### config.mk
export PLATFORM = sky130hd
export DESIGN_NAME = dac_update_arbiter
export DESIGN_NICKNAME = d
export VERILOG_FILES = /design/src/rtl/dac_arb_pkg.sv /design/src/rtl/absel_hold_timer.sv /design/src/rtl/chan_dirty_bank.sv /design/src/rtl/load_seq_fsm.sv /design/src/rtl/dac_update_arbiter.sv
export SDC_FILE = /design/constraint.sdc
export NUM_CORES = 1
export LEC_CHECK = 0
export BUFFER_PORTS_ARGS = -buffer_cell sky130_fd_sc_hd__buf_4
export CORE_UTILIZATION = 50
export CTS_CLUSTER_DIAMETER = 80
export DETAILED_ROUTE_END_ITERATION = 8
export GPL_TIMING_DRIVEN = 1
export PLACE_DENSITY = 0.84
export SYNTH_ARGS = -nofsm -noshare
export SYNTH_HDL_FRONTEND = slang
export SYNTH_SLANG_ARGS = --single-unit
### constraint.sdc
create_clock -name clk -period 2.5 [get_ports clk]
set_input_delay 0.375 -clock clk [delete_from_list [all_inputs] [get_ports clk]]
set_output_delay 0.375 -clock clk [all_outputs]
set_load 0.02 [all_outputs]
### src/rtl/dac_arb_pkg.sv
`timescale 1ns/1ps
package dac_arb_pkg;
    typedef enum logic [1:0] {
        ST_IDLE = 2'd0,
        ST_PEND = 2'd1,
        ST_FIRE = 2'd2
    } arb_state_t;
endpackage

### src/rtl/absel_hold_timer.sv
`timescale 1ns/1ps
module absel_hold_timer #(
    parameter int HOLD_CYC = 30
) (
    input  logic clk,
    input  logic rst_n,
    input  logic start,
    output logic active
);
    localparam int CW = $clog2(HOLD_CYC + 1);
    localparam logic [CW-1:0] LOAD_VAL = CW'(HOLD_CYC);

    logic [CW-1:0] cnt_q;

    always_ff @(posedge clk) begin
        if (!rst_n) begin
            cnt_q <= '0;
        end else if (start) begin
            cnt_q <= LOAD_VAL;
        end else if (cnt_q != '0) begin
            cnt_q <= cnt_q - 1'b1;
        end
    end

    assign active = (cnt_q != '0);


    hold_start_chk: assert property (@(posedge clk) disable iff (!rst_n)
        start |=> active);


    hold_count_chk: assert property (@(posedge clk) disable iff (!rst_n)
        (active && !start) |=> (cnt_q == $past(cnt_q) - 1'b1));
endmodule

### src/rtl/chan_dirty_bank.sv
`timescale 1ns/1ps
module chan_dirty_bank #(
    parameter int NCH = 40
) (
    input  logic           clk,
    input  logic           rst_n,
    input  logic [NCH-1:0] wr,
    input  logic           fire,
    output logic [NCH-1:0] ld_en
);
    logic [NCH-1:0] flag_q;

    for (genvar i = 0; i < NCH; i++) begin : g_chan
        always_ff @(posedge clk) begin
            if (!rst_n) begin
                flag_q[i] <= 1'b0;
            end else if (wr[i]) begin
                flag_q[i] <= 1'b1;
            end else if (ld_en[i]) begin
                flag_q[i] <= 1'b0;
            end
        end
        assign ld_en[i] = fire & flag_q[i];
    end


    flag_drop_chk: assert property (@(posedge clk) disable iff (!rst_n)
        (ld_en != '0) |=> ((flag_q & $past(ld_en) & ~$past(wr)) == '0));
endmodule

### src/rtl/load_seq_fsm.sv
`timescale 1ns/1ps
module load_seq_fsm
    import dac_arb_pkg::*;
(
    input  logic clk,
    input  logic rst_n,
    input  logic load_n,
    input  logic clr_n,
    input  logic busy_line,
    output logic fire,
    output logic cleared
);
    arb_state_t state_q, state_d;
    logic load_q;
    logic line_q;
    logic load_fall;
    logic line_rise;
    logic req;

    assign load_fall = load_q & ~load_n;
    assign line_rise = busy_line & ~line_q;
    assign req       = clr_n & (load_fall | (~load_n & line_rise));

    always_ff @(posedge clk) begin
        if (!rst_n) begin
            state_q <= ST_IDLE;
            load_q  <= 1'b1;
            line_q  <= 1'b1;
        end else begin
            state_q <= state_d;
            load_q  <= load_n;
            line_q  <= busy_line;
        end
    end

    always_comb begin
        state_d = state_q;
        unique case (state_q)
            ST_IDLE: begin
                if (req) begin
                    state_d = busy_line ? ST_FIRE : ST_PEND;
                end
            end
            ST_PEND: begin
                if (!clr_n) begin
                    state_d = ST_IDLE;
                end else if (busy_line) begin
                    state_d = ST_FIRE;
                end
            end
            ST_FIRE: begin
                if (!clr_n) begin
                    state_d = ST_IDLE;
                end else if (!busy_line) begin
                    state_d = ST_PEND;
                end else begin
                    state_d = ST_IDLE;
                end
            end
            default: state_d = ST_IDLE;
        endcase
    end

    always_comb begin
        fire = (state_q == ST_FIRE) && busy_line && clr_n;
    end

    always_ff @(posedge clk) begin
        if (!rst_n) begin
            cleared <= 1'b0;
        end else if (!clr_n) begin
            cleared <= 1'b1;
        end else if (fire) begin
            cleared <= 1'b0;
        end
    end


    clr_mark_chk: assert property (@(posedge clk) disable iff (!rst_n)
        !clr_n |=> cleared);


    clr_no_fire_chk: assert property (@(posedge clk) disable iff (!rst_n)
        !clr_n |=> !fire);
endmodule

### src/rtl/dac_update_arbiter.sv
`timescale 1ns/1ps
module dac_update_arbiter #(
    parameter int NCH       = 40,
    parameter int ABSEL_CYC = 30
) (
    input  logic           clk,
    input  logic           rst_n,
    input  logic           load_n,
    input  logic           clr_n,
    input  logic           calc_busy,
    input  logic           absel_wr,
    input  logic [NCH-1:0] hold_wr,
    input  logic           busy_line,
    output logic           busy_oe,
    output logic [NCH-1:0] ld_en,
    output logic           cleared
);
    logic absel_act;
    logic fire;

    absel_hold_timer #(.HOLD_CYC(ABSEL_CYC)) u_timer (
        .clk    (clk),
        .rst_n  (rst_n),
        .start  (absel_wr),
        .active (absel_act)
    );

    load_seq_fsm u_fsm (
        .clk       (clk),
        .rst_n     (rst_n),
        .load_n    (load_n),
        .clr_n     (clr_n),
        .busy_line (busy_line),
        .fire      (fire),
        .cleared   (cleared)
    );

    chan_dirty_bank #(.NCH(NCH)) u_bank (
        .clk   (clk),
        .rst_n (rst_n),
        .wr    (hold_wr),
        .fire  (fire),
        .ld_en (ld_en)
    );

    assign busy_oe = calc_busy | absel_act;


    no_load_busy_chk: assert property (@(posedge clk) disable iff (!rst_n)
        !busy_line |-> (ld_en == '0));


    own_busy_chk: assert property (@(posedge clk) disable iff (!rst_n)
        calc_busy |-> busy_oe);
endmodule

# Word-level counts from Yosys, hierarchy flattened
# Cells that the tools add are included.
# totals
input_bits	47
mem_count	0
mem_bits_rw	0
out_inout_bits	42
mem_bits_ro	0
register_bits	50
word_cells	239
latchBits	0
# classes
bitwise	49
shifts	0
n_addsub	1
order_cmp	0
mux	91
n_div	0
n_reduce_logical	47
mul	0
n_eq_ne	5
# op_table
op	count
2-to-1 mux 1 bit	83
nonzero test 2 bit	41
bitwise AND 1 bit	44
2-to-1 mux 2 bit	5
2-to-1 mux 5 bit	2
case mux 2 bit (3 select lines)	1
nonzero test 5 bit	1
subtractor 5 x 1 -> 5 bit, second input constant	1
!= test 2 x 1 -> 1 bit, second input constant	2
!= test 3 bit, second input constant	1
NOT 1 bit	3
equality test 2 x 1 -> 1 bit, second input constant	1
equality test 2 bit, second input constant	1
logical AND 1 bit	2
zero test 2 bit	1
OR 1 bit	2
AND reduction 2 bit	1
OR reduction 2 bit	1

# Logic depth before layout (Yosys ltp)
# Gate-level depths: netlist (run 1).
# depth
depth_word	7
mapped_depth	5
depth_no_buf	5

# Modules after synthesis
# Synthesis (run 1) repeated with hierarchy kept, for this count alone.
# unflattened
hier_cells	217
area_unflattened_um2	2128.3
# modules_own_cells
module	cells_each	area_each_um2	seq_area_each_um2	instances
chan_dirty_bank	172	1662.8	800.8	1
absel_hold_timer	26	260.2	100.1	1
load_seq_fsm	18	198.9	100.1	1
dac_update_arbiter	1	6.3	0.0	1

# Least setup slack after synthesis (run 1)
# Ideal clock, no wire load.
# synth_timing
kind	register -> output
startpoint	register u_timer.cnt_q[0]
endpoint	output port busy_oe
slack_ps	950
n_path_buf	0
required_time_ps	2125
arrival_time_ps	1175
path_stages_with_launch	5
path_cell_list	dfxtp_1 inv_1 ha_1 nor4b_4 or2b_1
# synth_via
elab_chain_cells	2
# synth_rtl
item	line	rtl
start, declared	absel_hold_timer.sv:13	logic [CW-1:0] cnt_q;
start signal, assigned	absel_hold_timer.sv:21	cnt_q <= cnt_q - 1'b1;
nonzero test 5 bit	absel_hold_timer.sv:25	assign active = (cnt_q != '0);
OR 1 bit	dac_update_arbiter.sv:46	assign busy_oe = calc_busy | absel_act;
end, declared	dac_update_arbiter.sv:14	output logic busy_oe,
# No other way between the ends.

# Worst setup path after layout (run 1)
# Same ends and word-level chain as after synthesis.

==> results of run 1 <==
-- power groups by stage --
stage | Sequential [W] | Combinational (W) | Clock (W)
5_1_grt | 0.000890 | 0.000209 | 0.000603
2_1_floorplan | 0.000897 | 0.000104 | 0
4_1_cts | 0.000883 | 0.000190 | 0.000574
3_3_place_gp | 0.000900 | 0.000182 | 0
3_5_place_dp | 0.000901 | 0.000188 | 0
6_report | 0.000883 | 0.000187 | 0.000555
-- per-layer routing --
layer	GRT usage	share of wire	vias to the layer above
met2	0.3570	0.48	64
met1	0.2240	0.43	753
met4	0.07337	0.012	0
met3	0.05208	0.078	6
met5	0	0	-
li1	-	-	885
-- stage by stage --
| step | cell area (um^2) | instances | hold WS, ns | util |
|---|---|---|---|---|
| after CTS | 2829 | 353 | 0.2723 | 0.7502 |
| after global placement | 2715 | 345 | 0.4745 | 0.7200 |
| final | 2829 | 353 | 0.2812 | 0.7502 |
| after global routing | 2829 | 353 | 0.2751 | 0.7502 |
| after detailed placement | 2715 | 345 | 0.4823 | 0.7200 |
| after floorplan | 2018 | 218 | 0.4445 | - |
-- worst min-delay path by stage --
stage | start | end
final | absel_wr | u_timer.cnt_q[0]$_SDFFE_PP0P_
after global routing | absel_wr | u_timer.cnt_q[0]$_SDFFE_PP0P_
after CTS | absel_wr | u_timer.cnt_q[0]$_SDFFE_PP0P_
after detailed placement | u_bank.flag_q[25]$_SDFFE_PN0P_ | u_bank.flag_q[25]$_SDFFE_PN0P_
after global placement | u_bank.flag_q[12]$_SDFFE_PN0P_ | u_bank.flag_q[12]$_SDFFE_PN0P_
after floorplan | absel_wr | u_timer.cnt_q[0]$_SDFFE_PP0P_
-- area by class of cell --
cell class | instances | area, um^2 | area share
flip-flops and latches | 50 | 1001 | 0.3538
multi-input cells | 151 | 948.4 | 0.3353
repair buffers | 92 | 690.7 | 0.2441
clock buffers | 5 | 68.82 | 0.02433
well taps | 48 | 60.06 | 0.02123
clock inverters | 3 | 45.04 | 0.01592
inverters | 4 | 15.01 | 0.005307
-- worst register-to-register path: stages (launching register included) --
cell	delay [ns]
dfxtp_1	0.31
inv_1	0.10
ha_1	0.24
nor4b_4	0.33
nor3b_1	0.09
o31a_1	0.28
-- flip-flops by register name (all words and copies together), names as in the netlist --
name and flops:
u_fsm.load_q 1, u_fsm.state_q 2, u_fsm.cleared 1, u_bank.flag_q 40, u_fsm.line_q 1, u_timer.cnt_q 5
-- placed cells by master, fill, tap and decap left out --
| cell type | netlist | routed |
|---|---|---|
| o31a_1 | 1 | 1 |
| bufinv_16 | 0 | 1 |
| o311a_1 | 1 | 1 |
| and2_1 | 40 | 40 |
| nor4b_1 | 1 | 1 |
| nor3_1 | 1 | 1 |
| buf_4 | 0 | 92 |
| xnor2_1 | 1 | 1 |
| nand2_1 | 1 | 1 |
| nand2b_1 | 2 | 2 |
| dfxtp_1 | 50 | 50 |
| and4b_1 | 1 | 1 |
| clkinvlp_4 | 0 | 2 |
| nor4b_4 | 1 | 1 |
| nor2b_1 | 43 | 43 |
| nor4_1 | 1 | 1 |
| o21ai_0 | 2 | 2 |
| ha_1 | 1 | 1 |
| or2b_1 | 1 | 1 |
| mux2i_1 | 1 | 1 |
| inv_1 | 4 | 4 |
| clkbuf_8 | 0 | 5 |
| nand4b_1 | 1 | 1 |
| nor3b_1 | 1 | 1 |
| nor3b_2 | 2 | 2 |
| a21oi_1 | 40 | 40 |
| a21boi_0 | 1 | 1 |
| or3_1 | 1 | 1 |
| nor2_1 | 3 | 3 |
| a2111oi_1 | 1 | 1 |
| o21a_1 | 2 | 2 |
-- cells by family (layout without fill, tap and decap cells) --
logic type	count (synthesis)	after routing	synth area share
and+or+nand+nor	100	100	0.3249
DFF	50	50	0.4960
AOI/OAI and AO/OA	48	48	0.1296
buffers and inverters	17	104	0.03409
adders and majority gates	1	1	0.006199
xor gates and xnor gates	1	1	0.004341
muxes	1	1	0.004960
==> flow_summary.yaml, run 1 <==
outcome:
  status: "complete, no violations"
yosys:
  synth_nets: 266
  ys_seq_area_frac: 0.4960
  synth-edff-count: 0
  yosysWarnings: 0
  synth_top_area_share: 0.4960
  synth.avg_cell_area_um2: 9.258
  post_synth_most_frequent_cells: "dfxtp_1 (50), nor2b_1 (43), a21oi_1 (40), and2_1 (40), clkbuf_1 (9)"
  synth.most_common_cell: "dfxtp_1"
  synth_seq_cells: 50
  syn_inst: 218
  synthFlopType: "dfxtp_1"
  ys_top_cells_by_area: "dfxtp_1 (50%), nor2b_1 (13%), and2_1 (12%), a21oi_1 (9.9%), clkbuf_1 (1.7%)"
  synth_cell_types: 29
  synth-async-reset-ratio: 0
  yosysTopAreaCell: "dfxtp_1"
  syn_area_um2: 2018
timing:
  fin_worst_skew_ns: 0.006409
  max_freq_mhz: 484.5
  finalSetupTns_ns: 0
  period_share: 0.8256
  worstMarginPinSlew_ns: 0.3700
  drv_slew: 0
  setup_violations: 0
  min_period_ns: 2.064
  hold_viol: 0
  max-slew-margin-rel: 0.7533
  finalWorstSetupSlack_ns: 0.4360
  rsz0062_at_grt: "false"
critical_path:
  critPathMaxFanout: 5
  path_delay_family: "simple AND/OR/NAND/NOR gates"
  critical_path.max_stage_delay_ns: 0.33
  critPathRequiredTime_ns: 2.12
  cp.depth: 5
  critical_path_buf_inv_count: 2
  crit_start: "u_timer.cnt_q[0]$_SDFFE_PP0P_"
  rr_endpoint: "u_timer.cnt_q[2]$_SDFFE_PN0P_"
  worstPathArrival_ns: 1.69
  r2r_start: "u_timer.cnt_q[0]$_SDFFE_PP0P_"
  crit_path_start_kind: "register"
  worst_path_max_delay_cell: "nor4b_4"
  r2r_slack_ns: 1.05
  endpoint: "busy_oe"
  critPathKind: "register to output port"
  endpoint_kind: "output port"
  r2r_cells: 5
  path_cells: "inv_1 > ha_1 > nor4b_4 > or2b_1 > buf_4"
pwr:
  peakVddDrop_mv: 0.4584
  p_int_w: 0.001264
  p_switching_w: 0.0003620
  clockPowerShare: 0.342
  p_total_w: 0.001626
  p_seq_frac: 0.543
  leakage_nw: 1.310
  p_per_area_nw_per_um2: 574.6
  pwr-share-comb: 0.115
  switching_share: 0.2227
cells_and_area:
  final_nets: 352
  fillCellCount: 295
  layout-drive-gt1-share: 0.3377
  antenna_cells: 0
  syn_to_final_growth_pct: 40.17
grt:
  grt_pass1_wl_mm: 6.610
  antenna_found_initial: 0
  grt_max_degree: 50
  grt-ovfl-total: 0
  grt_pass1_vias: 1555
  grt_usage: 0.1992
clock_tree:
  clk_pin_slew_ns: 0.08
  clock_insertion_delay_worst_skew_ns: 0.30
  root_buffer: "clkbuf_8"
  cts_buffers: 5
  cts_max_level: 2
  cts_resized: 0
  post-cts-setup-buffers: 0
  ctsHoldBuffers: 0
  clkSinkCount: 50
  cts_tree: "done"
  cts_max_path_buffers: 2
drt:
  firstDrtPassIters: 4
  ant_nets: 0
  wl_per_cell_um: 11.63
  drt_wl_total_mm: 4.107
  drt_iter0_drc: 71
  viasPerCell: 4.839
  drc: 0
  vias: 1708
die:
  start_util: 0.5352
  row_count: 22
  dieArea_um2: 4294
  die_height_um: 65.53
  core_area_um2: 3771
  ios: 89
  die_width_um: 65.53
worst_hold_path:
  hold-path-cell-count: 2
  hold_class: "primary input to register"
placement:
  place_congestion: 0.6704
  io_buffers: 88
  dpl.hpwl_mm: 2.931
  pre_cts_ws_ns: 0.7717
flow_run:
  drv_cap: 0
Note: power is estimated with default switching activity, not from simulation.
==> run 2, diff against run 1 <==
--- a/config.mk
+++ b/config.mk
@@ -5,12 +5,13 @@
 export SDC_FILE = /design/constraint.sdc
 export NUM_CORES = 1
 export LEC_CHECK = 0
+export ABC_AREA = 1
 export BUFFER_PORTS_ARGS = -buffer_cell sky130_fd_sc_hd__buf_4
-export CORE_UTILIZATION = 50
+export CORE_UTILIZATION = 48
 export CTS_CLUSTER_DIAMETER = 80
 export DETAILED_ROUTE_END_ITERATION = 8
 export GPL_TIMING_DRIVEN = 1
-export PLACE_DENSITY = 0.84
+export PLACE_DENSITY = 0.8
 export SYNTH_ARGS = -nofsm -noshare
 export SYNTH_HDL_FRONTEND = slang
 export SYNTH_SLANG_ARGS = --single-unit
==> constraint.sdc (replaced) <==
create_clock -name clk -period 2 [get_ports clk]
set_input_delay 0.3 -clock clk [delete_from_list [all_inputs] [get_ports clk]]
set_output_delay 0.3 -clock clk [all_outputs]
set_load 0.02 [all_outputs]
==> flow_summary.yaml, run 2 <==
clock_tree:
  cts_max_path_buffers: 2
  cts_buffers: 5
  ctsHoldBuffers: 0
  cts_max_level: 2
  clkSinkCount: 50
  cts_tree: "done"
  clock_insertion_delay_worst_skew_ns: 0.29
  root_buffer: "clkbuf_8"
  clk_pin_slew_ns: 0.09
outcome:
  status: "complete, no violations"
grt:
  grt_max_degree: 41
  grt-ovfl-total: 0
  grt_usage: 0.2032
  antenna_found_initial: 0
  grt_pass1_vias: 1906
  grt_pass1_wl_mm: 8.010
critical_path:
  crit_path_start_kind: "register"
  crit_start: "u_fsm.state_q[0]$_SDFFE_PN0P_"
  critPathMaxFanout: 29
  endpoint_kind: "output port"
  r2r_start: "u_fsm.state_q[0]$_SDFFE_PN0P_"
  critPathKind: "register to output port"
  critPathRequiredTime_ns: 1.70
  worstPathArrival_ns: 1.61
worst_hold_path:
  hold_start: "hold_wr[34]"
  hold_class: "primary input to register"
timing:
  drv_slew: 0
  period_share: 0.9547
  min_period_ns: 1.909
  worstMarginPinSlew_ns: 0.6729
  rsz0062_at_grt: "false"
  hold_viol: 0
  timing.hold.ws_ns: 0.1961
  finalSetupTns_ns: 0
  setup_violations: 0
  max-slew-margin-rel: 0.5514
  finalWorstSetupSlack_ns: 0.09070
  max_freq_mhz: 523.8
  fin_worst_skew_ns: 0.003892
yosys:
  yosysTopAreaCell: "dfxtp_1"
  ys_top_cells_by_area: "dfxtp_1 (46%), o21ai_2 (16%), inv_1 (9.4%), nand2_1 (9.4%), nor2_1 (7.9%)"
  synth.avg_cell_area_um2: 7.782
  synth-edff-count: 0
  synth-async-reset-ratio: 0
  ys_seq_area_frac: 0.4561
  synth_top_area_share: 0.4561
  syn_area_um2: 2195
  synth_cell_types: 22
  yosysWarnings: 0
  syn_inst: 282
  synthFlopType: "dfxtp_1"
  synth_seq_cells: 50
  post_synth_most_frequent_cells: "inv_1 (55), nand2_1 (55), dfxtp_1 (50)"
  synth_nets: 330
cells_and_area:
  largest_reg_flops: 40
  reg_top3: "u_bank.flag_q x40, u_timer.cnt_q x5, u_fsm.state_q x2"
  syn_to_final_growth_pct: 34.55
  final_common_cell: "buf_4"
  layout-drive-gt1-share: 0.3896
  final_cell_mix: "buf_4 (89), inv_1 (55), nand2_1 (55), dfxtp_1 (50), nor2_1 (46)"
  top_register: "u_bank.flag_q"
  finalNonFillerCells: 419
  final_nets: 414
  antenna_cells: 0
placement:
  pre_cts_ws_ns: 0.4157
  dpl.hpwl_mm: 3.456
  io_buffers: 88
  dp_cells: 411
  place_congestion: 0.7479
flow_run:
  drv_cap: 0
pwr:
  p_per_area_nw_per_um2: 701.3
  p_total_w: 0.002071
  peakVddDrop_mv: 0.4878
  leakage_nw: 1.551
drt:
  drt_iter0_drc: 54
  wl_per_cell_um: 11.12
  drt_wl_total_mm: 4.661
  firstDrtPassIters: 4
  drc: 0
  vias: 1958
  ant_nets: 0
  viasPerCell: 4.673
die:
  ios: 89
  core_area_um2: 4384
  die_width_um: 69.62
  row_count: 24
  start_util: 0.5006
  die_height_um: 69.62
  dieArea_um2: 4846
## run 2: power breakdown
part           switching [W]  total, W  internal [W]
clock               0.000307  0.000586      0.000279
combinational       0.000202  0.000364      0.000162
sequential         0.0000328   0.00112       0.00109
total               0.000541   0.00207       0.00153
## run 2: layer usage
metal | vias up | wire length, um | part of all wire | GRT usage
met5 | - | 0 | 0 | 0
met1 | 858 | 2050 | 0.44 | 0.2438
met2 | 67 | 2204 | 0.47 | 0.3452
met4 | 0 | 55 | 0.012 | 0.07333
li1 | 1028 | - | - | -
met3 | 5 | 351 | 0.075 | 0.05959
## run 2: timing repair
item / in CTS / in global routing
setup buffers: 0 / 0
resized for setup: 0 / 1
setup endpoints to repair: 0 / 1
## run 2: worst max-delay path: stages (launching register included)
cell     delay (ns)
dfxtp_1        0.34
inv_1          0.11
nand4_4        0.25
buf_12         0.27
nor2_1         0.16
buf_4          0.17
## run 2: worst paths after layout
kind	cells after the start	endpoint	slack, ns
min	3	u_bank.flag_q[34]$_SDFFE_PN0P_	0.20
max reg2reg	4	u_bank.flag_q[17]$_SDFFE_PN0P_	0.45
min reg2reg	2	u_timer.cnt_q[4]$_SDFFE_PN0P_	0.46
max	5	ld_en[24]	0.09
## run 2: cell families (layout without fill, tap and decap cells)
logic type	Yosys count	in the layout	share of synthesized area
AOI/OAI and AO/OA	47	47	0.1762
adders and majority gates	1	1	0.005700
DFF	50	50	0.4561
xor gates and xnor gates	1	1	0.003992
and+or+nand+nor	115	115	0.2235
buffers and inverters	68	153	0.1345
## run 2: layout make-up
| cell class | count | area (um^2) |
|---|---|---|
| Clock inverter | 1 | 5.005 |
| Inverter | 55 | 206.4 |
| Timing Repair Buffer | 90 | 688.2 |
| Fill cell | 389 | 1431 |
| Clock buffer | 7 | 86.33 |
| Tap cell | 52 | 65.06 |
| Sequential cell | 50 | 1001 |
| Multi-Input combinational cell | 164 | 900.9 |
## run 2: per-stage QoR
step	cell area, um^2	utilization
6_report	2953	0.6735
5_1_grt	2953	0.6735
4_1_cts	2950	0.6729
3_5_place_dp	2859	0.6521
3_3_place_gp	2859	0.6521
2_1_floorplan	2195	-
